## src/rtl/fsw_pkg.sv

```systemverilog
package fsw_pkg;
  localparam int unsigned N_SRC  = 2;
  localparam int unsigned BG_IDX = 1;
  typedef enum logic {SRC_LIVE = 1'b0, SRC_BG = 1'b1} src_e;
endpackage

```

## src/rtl/fsw_timer.sv

```systemverilog
module fsw_timer #(
  parameter int unsigned CNT_W = 24
) (
  input  logic             clk_i,
  input  logic             rst_ni,
  input  logic             run_i,
  input  logic             restart_i,
  input  logic [CNT_W-1:0] limit_i,
  output logic             expire_o
);
  localparam logic [CNT_W-1:0] CNT_MAX = '1;

  logic [CNT_W-1:0] cnt_q;
  logic [CNT_W:0]   cnt_nxt;

  assign cnt_nxt  = {1'b0, cnt_q} + 1'b1;
  assign expire_o = run_i && !restart_i && (cnt_nxt >= {1'b0, limit_i});

  always_ff @(posedge clk_i or negedge rst_ni) begin
    if (!rst_ni)                 cnt_q <= '0;
    else if (restart_i || !run_i) cnt_q <= '0;
    else if (cnt_q != CNT_MAX)    cnt_q <= cnt_nxt[CNT_W-1:0];
  end
endmodule

```

## src/rtl/fsw_mux.sv

```systemverilog
module fsw_mux
  import fsw_pkg::*;
#(
  parameter int unsigned DATA_W = 24
) (
  input  logic [N_SRC-1:0]             valid_i,
  input  logic [N_SRC-1:0]             sop_i,
  input  logic [N_SRC-1:0]             eop_i,
  input  logic [N_SRC-1:0][DATA_W-1:0] data_i,
  output logic [N_SRC-1:0]             ready_o,
  input  src_e                         cur_i,
  input  logic                         in_pkt_i,
  input  logic                         hold_i,
  input  logic                         close_i,
  input  logic                         out_ready_i,
  output logic                         out_valid_o,
  output logic                         out_sop_o,
  output logic                         out_eop_o,
  output logic [DATA_W-1:0]            out_data_o,
  output logic                         act_hs_o
);
  logic act_v, act_sop, act_ready;

  assign act_v   = valid_i[cur_i];
  assign act_sop = sop_i[cur_i];

  always_comb begin
    out_valid_o = 1'b0;
    out_sop_o   = 1'b0;
    out_eop_o   = 1'b0;
    out_data_o  = '0;
    act_ready   = 1'b0;
    if (close_i) begin
      out_valid_o = 1'b1;
      out_eop_o   = 1'b1;
    end else if (hold_i) begin
      act_ready = 1'b0;
    end else if (!in_pkt_i && !act_sop) begin
      act_ready = 1'b1;          // discard stray beat outside a packet
    end else begin
      out_valid_o = act_v;
      out_sop_o   = act_sop;
      out_eop_o   = eop_i[cur_i];
      out_data_o  = data_i[cur_i];
      act_ready   = out_ready_i;
    end
  end

  assign act_hs_o = act_v && act_ready;

  for (genvar i = 0; i < N_SRC; i++) begin : g_rdy
    assign ready_o[i] = (cur_i == src_e'(i)) ? act_ready : (i == BG_IDX);
  end
endmodule

```

## src/rtl/frame_sel_switch.sv

```systemverilog
module frame_sel_switch
  import fsw_pkg::*;
#(
  parameter int unsigned DATA_W = 24,
  parameter int unsigned TMO_W  = 24
) (
  input  logic              clk_i,
  input  logic              rst_ni,
  input  logic              sel_i,
  input  logic [TMO_W-1:0]  timeout_i,
  input  logic              clr_forced_i,
  input  logic              live_valid_i,
  output logic              live_ready_o,
  input  logic              live_sop_i,
  input  logic              live_eop_i,
  input  logic [DATA_W-1:0] live_data_i,
  input  logic              bg_valid_i,
  output logic              bg_ready_o,
  input  logic              bg_sop_i,
  input  logic              bg_eop_i,
  input  logic [DATA_W-1:0] bg_data_i,
  output logic              out_valid_o,
  input  logic              out_ready_i,
  output logic              out_sop_o,
  output logic              out_eop_o,
  output logic [DATA_W-1:0] out_data_o,
  output logic              cur_src_o,
  output logic              forced_o
);
  src_e cur_q;
  logic in_pkt_q, closing_q, forced_q;
  logic pend, hold, fwd_xfer, close_xfer, act_hs, expire;
  logic [N_SRC-1:0] rdy;

  assign pend       = (src_e'(sel_i) != cur_q);
  assign hold       = pend && !in_pkt_q;     // at boundary: switch before forwarding
  assign fwd_xfer   = out_valid_o && out_ready_i && !closing_q;
  assign close_xfer = closing_q && out_ready_i;

  fsw_mux #(.DATA_W(DATA_W)) i_mux (
    .valid_i     ({bg_valid_i, live_valid_i}),
    .sop_i       ({bg_sop_i, live_sop_i}),
    .eop_i       ({bg_eop_i, live_eop_i}),
    .data_i      ({bg_data_i, live_data_i}),
    .ready_o     (rdy),
    .cur_i       (cur_q),
    .in_pkt_i    (in_pkt_q),
    .hold_i      (hold),
    .close_i     (closing_q),
    .out_ready_i (out_ready_i),
    .out_valid_o (out_valid_o),
    .out_sop_o   (out_sop_o),
    .out_eop_o   (out_eop_o),
    .out_data_o  (out_data_o),
    .act_hs_o    (act_hs)
  );

  fsw_timer #(.CNT_W(TMO_W)) i_timer (
    .clk_i     (clk_i),
    .rst_ni    (rst_ni),
    .run_i     (pend && in_pkt_q && !closing_q),
    .restart_i (act_hs),
    .limit_i   (timeout_i),
    .expire_o  (expire)
  );

  always_ff @(posedge clk_i or negedge rst_ni) begin
    if (!rst_ni) begin
      cur_q     <= SRC_LIVE;
      in_pkt_q  <= 1'b0;
      closing_q <= 1'b0;
      forced_q  <= 1'b0;
    end else begin
      if (close_xfer)    in_pkt_q <= 1'b0;
      else if (fwd_xfer) in_pkt_q <= !out_eop_o;

      if (pend && (!in_pkt_q || (fwd_xfer && out_eop_o) || close_xfer))
        cur_q <= src_e'(sel_i);

      if (close_xfer)  closing_q <= 1'b0;
      else if (expire) closing_q <= 1'b1;

      if (close_xfer)        forced_q <= 1'b1;
      else if (clr_forced_i) forced_q <= 1'b0;
    end
  end

  assign live_ready_o = rdy[0];
  assign bg_ready_o   = rdy[BG_IDX];
  assign cur_src_o    = cur_q;
  assign forced_o     = forced_q;
endmodule

```

## config.mk

```make
export PLATFORM = sky130hd
export DESIGN_NAME = frame_sel_switch
export DESIGN_NICKNAME = d
export VERILOG_FILES = /design/src/rtl/fsw_pkg.sv /design/src/rtl/fsw_timer.sv /design/src/rtl/fsw_mux.sv /design/src/rtl/frame_sel_switch.sv
export SDC_FILE = /design/constraint.sdc
export NUM_CORES = 1
export LEC_CHECK = 0
export BUFFER_PORTS_ARGS = -buffer_cell sky130_fd_sc_hd__buf_4
export CORE_AREA = 2 2 78 80
export DETAILED_ROUTE_END_ITERATION = 12
export DIE_AREA = 0 0 80 82
export PLACE_DENSITY = 0.8
export REMOVE_ABC_BUFFERS = 1
export SKIP_CTS_REPAIR_TIMING = 1
export SYNTH_ARGS = -nofsm -noshare
export SYNTH_HDL_FRONTEND = slang
export SYNTH_SLANG_ARGS = --single-unit
```

## constraint.sdc

```tcl
create_clock -name clk_i -period 3.85 [get_ports clk_i]
set_clock_uncertainty 0.15 [all_clocks]
set_input_delay 0.385 -clock clk_i [delete_from_list [all_inputs] [get_ports clk_i]]
set_output_delay 0.385 -clock clk_i [all_outputs]
set_load 0.02 [all_outputs]
```

==> out/qor.log <==
INFO  run_status     run_status=complete, no violations
INFO  finish         number_of_diodes=0
INFO  routing        dr_total_vias=2,582
INFO  routing        routed_via_density=5.11
INFO  place          portBuffers=113
INFO  place          dpl.hpwl=5780um
INFO  routing        first_iter_violations=155
INFO  routing        post_drt_wl_per_cell=14.0um
INFO  power          leakagePower=0.00209uW
INFO  clock_network  cts.path.max_buffers=2
INFO  synthesis      most_used_dff_post_synth=sky130_fd_sc_hd__dfrtp_1
INFO  grt            grt_antenna_before_repair=0
INFO  clock_network  worstSkewPairLatency=0.28ns
INFO  critical_path  highest_net_fanout_along_the_worst_path=7
INFO  clock_network  number_of_clock_buffers_inserted_by_tritoncts=3
INFO  floorplan      fp-row-count=28
INFO  clock_network  ctsRootBufferMaster=sky130_fd_sc_hd__clkbuf_8
INFO  sta            final_min_period_over_clock_period=0.782
INFO  sta            setup-violations-final=0
INFO  critical_path  critPathCaptureType=flop
INFO  finish         drive_gt1_frac=0.298
INFO  sta            grt_setup_unrepaired=false
INFO  grt            grt_overflow=0
INFO  routing        route.final.wire_length=7070um
INFO  clock_network  cts_tree=done
INFO  place          gp_congestion=0.878
INFO  power          max-vdd-ir-drop=0.000339V
INFO  synthesis      ys_types=45
INFO  synthesis      edff_count_synth=0
INFO  synthesis      yosys_synthesis_warning_count=0
INFO  finish         areaGrowthSynthToFinish=37.2%
INFO  routing        drt_drc_violations_left=0
INFO  synthesis      synth_top_area_cell=sky130_fd_sc_hd__dfrtp_1
INFO  critical_path  timing_worst_setup_path_type=flop to flop
INFO  routing        firstDrtPassIters=4
INFO  sta            report.final.slew_viol_count=0
INFO  clock_network  cts.sinks=28
INFO  floorplan      core=5750um^2
INFO  sta            finalWorstPathRequiredPeriod=3.01ns
INFO  critical_path  critPathArrivalTime=3.07ns
INFO  floorplan      die_width=80um
INFO  floorplan      initial_utilization=0.459
INFO  sta            totalNegativeSetupSlack=0ns
INFO  sta            max_clock_freq=332MHz
INFO  critical_path  cp_startpoint_kind=flop
INFO  finish         fillerInstances=522
INFO  critical_path  critPathRequiredTime=3.91ns
INFO  grt            grt_first_pass_wirelength=11,800um
INFO  power          power-per-cell-area=417nW/um^2
INFO  synthesis      yosysSeqAreaShare=0.266
INFO  floorplan      boundaryPins=114
INFO  sta            timing_worst_slew_pin_value=0.827ns
INFO  grt            grt_pass1_vias=2,566
INFO  synthesis      yosys_register_bits=28
INFO  routing        final_antenna_net_count=0
INFO  worst_hold_path hp-class=input port to flop
INFO  floorplan      fp.dieArea=6560um^2
INFO  finish         design.final.nets=539
INFO  job            drv.max_cap_violation_count=0
INFO  finish         multiInputGateArea=1710um^2
INFO  synthesis      synthesis.area_per_instance=8.16um^2
INFO  sta            hold-worst-slack=0.150ns
INFO  finish         postLayoutCoreUtil=0.630
INFO  synthesis      synth.top_cell.area_share=0.266
INFO  clock_network  h-tree-depth=1
INFO  grt            global_route.usage.total=0.225
INFO  synthesis      netlist_top_cells_area=sky130_fd_sc_hd__dfrtp_1 (27%), sky130_fd_sc_hd__ha_1 (12%), sky130_fd_sc_hd__mux2i_1 (11%)
INFO  power          power.total=1510uW
INFO  sta            worst_max_slew_margin_expressed_relative_to_the_limit=0.449
INFO  synthesis      synthesized_netlist_cell_count=323
INFO  synthesis      postSynth.asyncResetShare=1.00
INFO  sta            hold_viol=0
INFO  synthesis      post_synthesis_cell_area=2640um^2
INFO  finish         regArea=701um^2
INFO  grt            pin_count_of_the_biggest_net_entering_global_routing=29
INFO  clock_network  cts.reportedPaths.clkPinSlew=0.10ns
INFO  floorplan      chip_height=82um
## area by class of cell
class / count / area share
Timing Repair Buffer: 115 / 0.239
Clock inverter: 1 / 0.00830
Tap cell: 75 / 0.0259
Inverter: 46 / 0.0477
Clock buffer: 3 / 0.0114
Multi-Input combinational cell: 237 / 0.474
Sequential cell: 28 / 0.194
## routing by layer
| layer | routed length [um] | up-vias | GRT usage |
|---|---|---|---|
| met5 | 0 | - | 0 |
| met4 | 80 | 0 | 0.0441 |
| met3 | 363 | 10 | 0.0319 |
| met2 | 3510 | 72 | 0.404 |
| met1 | 3110 | 1178 | 0.289 |
| li1 | - | 1322 | - |
## final timing paths
path                                      to  cells after the start  slack, ns         startpoint
max                                closing_q                     11       0.84   i_timer.cnt_q[0]
min                                 forced_o                      2       0.15       clr_forced_i
max reg2reg                        closing_q                     11       0.84   i_timer.cnt_q[0]
min reg2reg                i_timer.cnt_q[19]                      1       0.38  i_timer.cnt_q[19]
max in group asynchronous  i_timer.cnt_q[17]                      2       2.87             rst_ni
min in group asynchronous          closing_q                      2       0.41             rst_ni
## cell families after synthesis
family	Yosys count	share of synthesized area
and+or+nand+nor	105	0.213
buffers and inverters	58	0.0845
AOI/OAI and AO/OA	54	0.128
muxes	29	0.111
DFF	28	0.266
adders and majority gates	25	0.119
xor gates and xnor gates	24	0.0797
## metrics by stage
step	cell area [um^2]	worst slack (ns)	cells
finish	3620	0.839	505
global route	3620	0.433	505
CTS	3610	0.835	504
detailed placement	3540	0.844	500
global placement	3540	0.998	500
floorplan	2590	0.913	311
## power by group
| part | total, uW | switching [uW] | internal [uW] |
|---|---|---|---|
| combinational | 931 | 522 | 409 |
| sequential | 347 | 35.8 | 311 |
| clock | 230 | 91.1 | 139 |
## critical path, cell delays in order (launching register included)
cell	delay, ns
sky130_fd_sc_hd__dfrtp_1	0.46
sky130_fd_sc_hd__ha_1	0.24
sky130_fd_sc_hd__nand4_1	0.16
sky130_fd_sc_hd__nor3_2	0.44
sky130_fd_sc_hd__nand2_1	0.14
sky130_fd_sc_hd__xor2_1	0.21
sky130_fd_sc_hd__inv_1	0.07
sky130_fd_sc_hd__ha_1	0.29
sky130_fd_sc_hd__nand2_1	0.06
sky130_fd_sc_hd__nor4_1	0.38
sky130_fd_sc_hd__o311ai_0	0.21
sky130_fd_sc_hd__o211ai_1	0.12
## cells in the mapped netlist, types with 5 or more instances
library cell               instances
sky130_fd_sc_hd__nor2_1           41
sky130_fd_sc_hd__o21ai_0           5
sky130_fd_sc_hd__nand4_1           5
sky130_fd_sc_hd__dfrtp_1          28
sky130_fd_sc_hd__ha_1             25
sky130_fd_sc_hd__nand3_1          13
sky130_fd_sc_hd__nand2_1          19
sky130_fd_sc_hd__a21oi_1          26
sky130_fd_sc_hd__xor2_1           12
sky130_fd_sc_hd__inv_1            46
sky130_fd_sc_hd__clkbuf_1          6
sky130_fd_sc_hd__mux2i_1          28
sky130_fd_sc_hd__and3_1            5
sky130_fd_sc_hd__xnor2_1          12
## cells in the final DEF (no fill, tap or decap), types with 2 or more instances in the layout
cell                         n
sky130_fd_sc_hd__nor2b_1     2
sky130_fd_sc_hd__o21bai_1    4
sky130_fd_sc_hd__a31oi_1     3
sky130_fd_sc_hd__nand3_1    13
sky130_fd_sc_hd__nand2_1    19
sky130_fd_sc_hd__nor3b_1     2
sky130_fd_sc_hd__buf_4     114
sky130_fd_sc_hd__nor4_4      2
sky130_fd_sc_hd__a21oi_1    26
sky130_fd_sc_hd__o21ai_0     5
sky130_fd_sc_hd__nand4_1     5
sky130_fd_sc_hd__mux2i_1    28
sky130_fd_sc_hd__clkbuf_8    3
sky130_fd_sc_hd__a21o_1      3
sky130_fd_sc_hd__ha_1       25
sky130_fd_sc_hd__xor2_1     12
sky130_fd_sc_hd__xnor2_1    12
sky130_fd_sc_hd__nor3_1      3
sky130_fd_sc_hd__nor4_1      3
sky130_fd_sc_hd__a211oi_1    2
sky130_fd_sc_hd__nor2_1     41
sky130_fd_sc_hd__nand2b_1    2
sky130_fd_sc_hd__inv_1      46
sky130_fd_sc_hd__and3_1      5
sky130_fd_sc_hd__dfrtp_1    28
sky130_fd_sc_hd__and4_1      2
## registers in the layout, summed over array words and instances, names as in the netlist
| register | count |
|---|---|
| forced_o | 1 |
| in_pkt_q | 1 |
| closing_q | 1 |
| i_timer.cnt_q | 24 |
| cur_src_o | 1 |
Note: power is estimated with default switching activity, not from simulation.
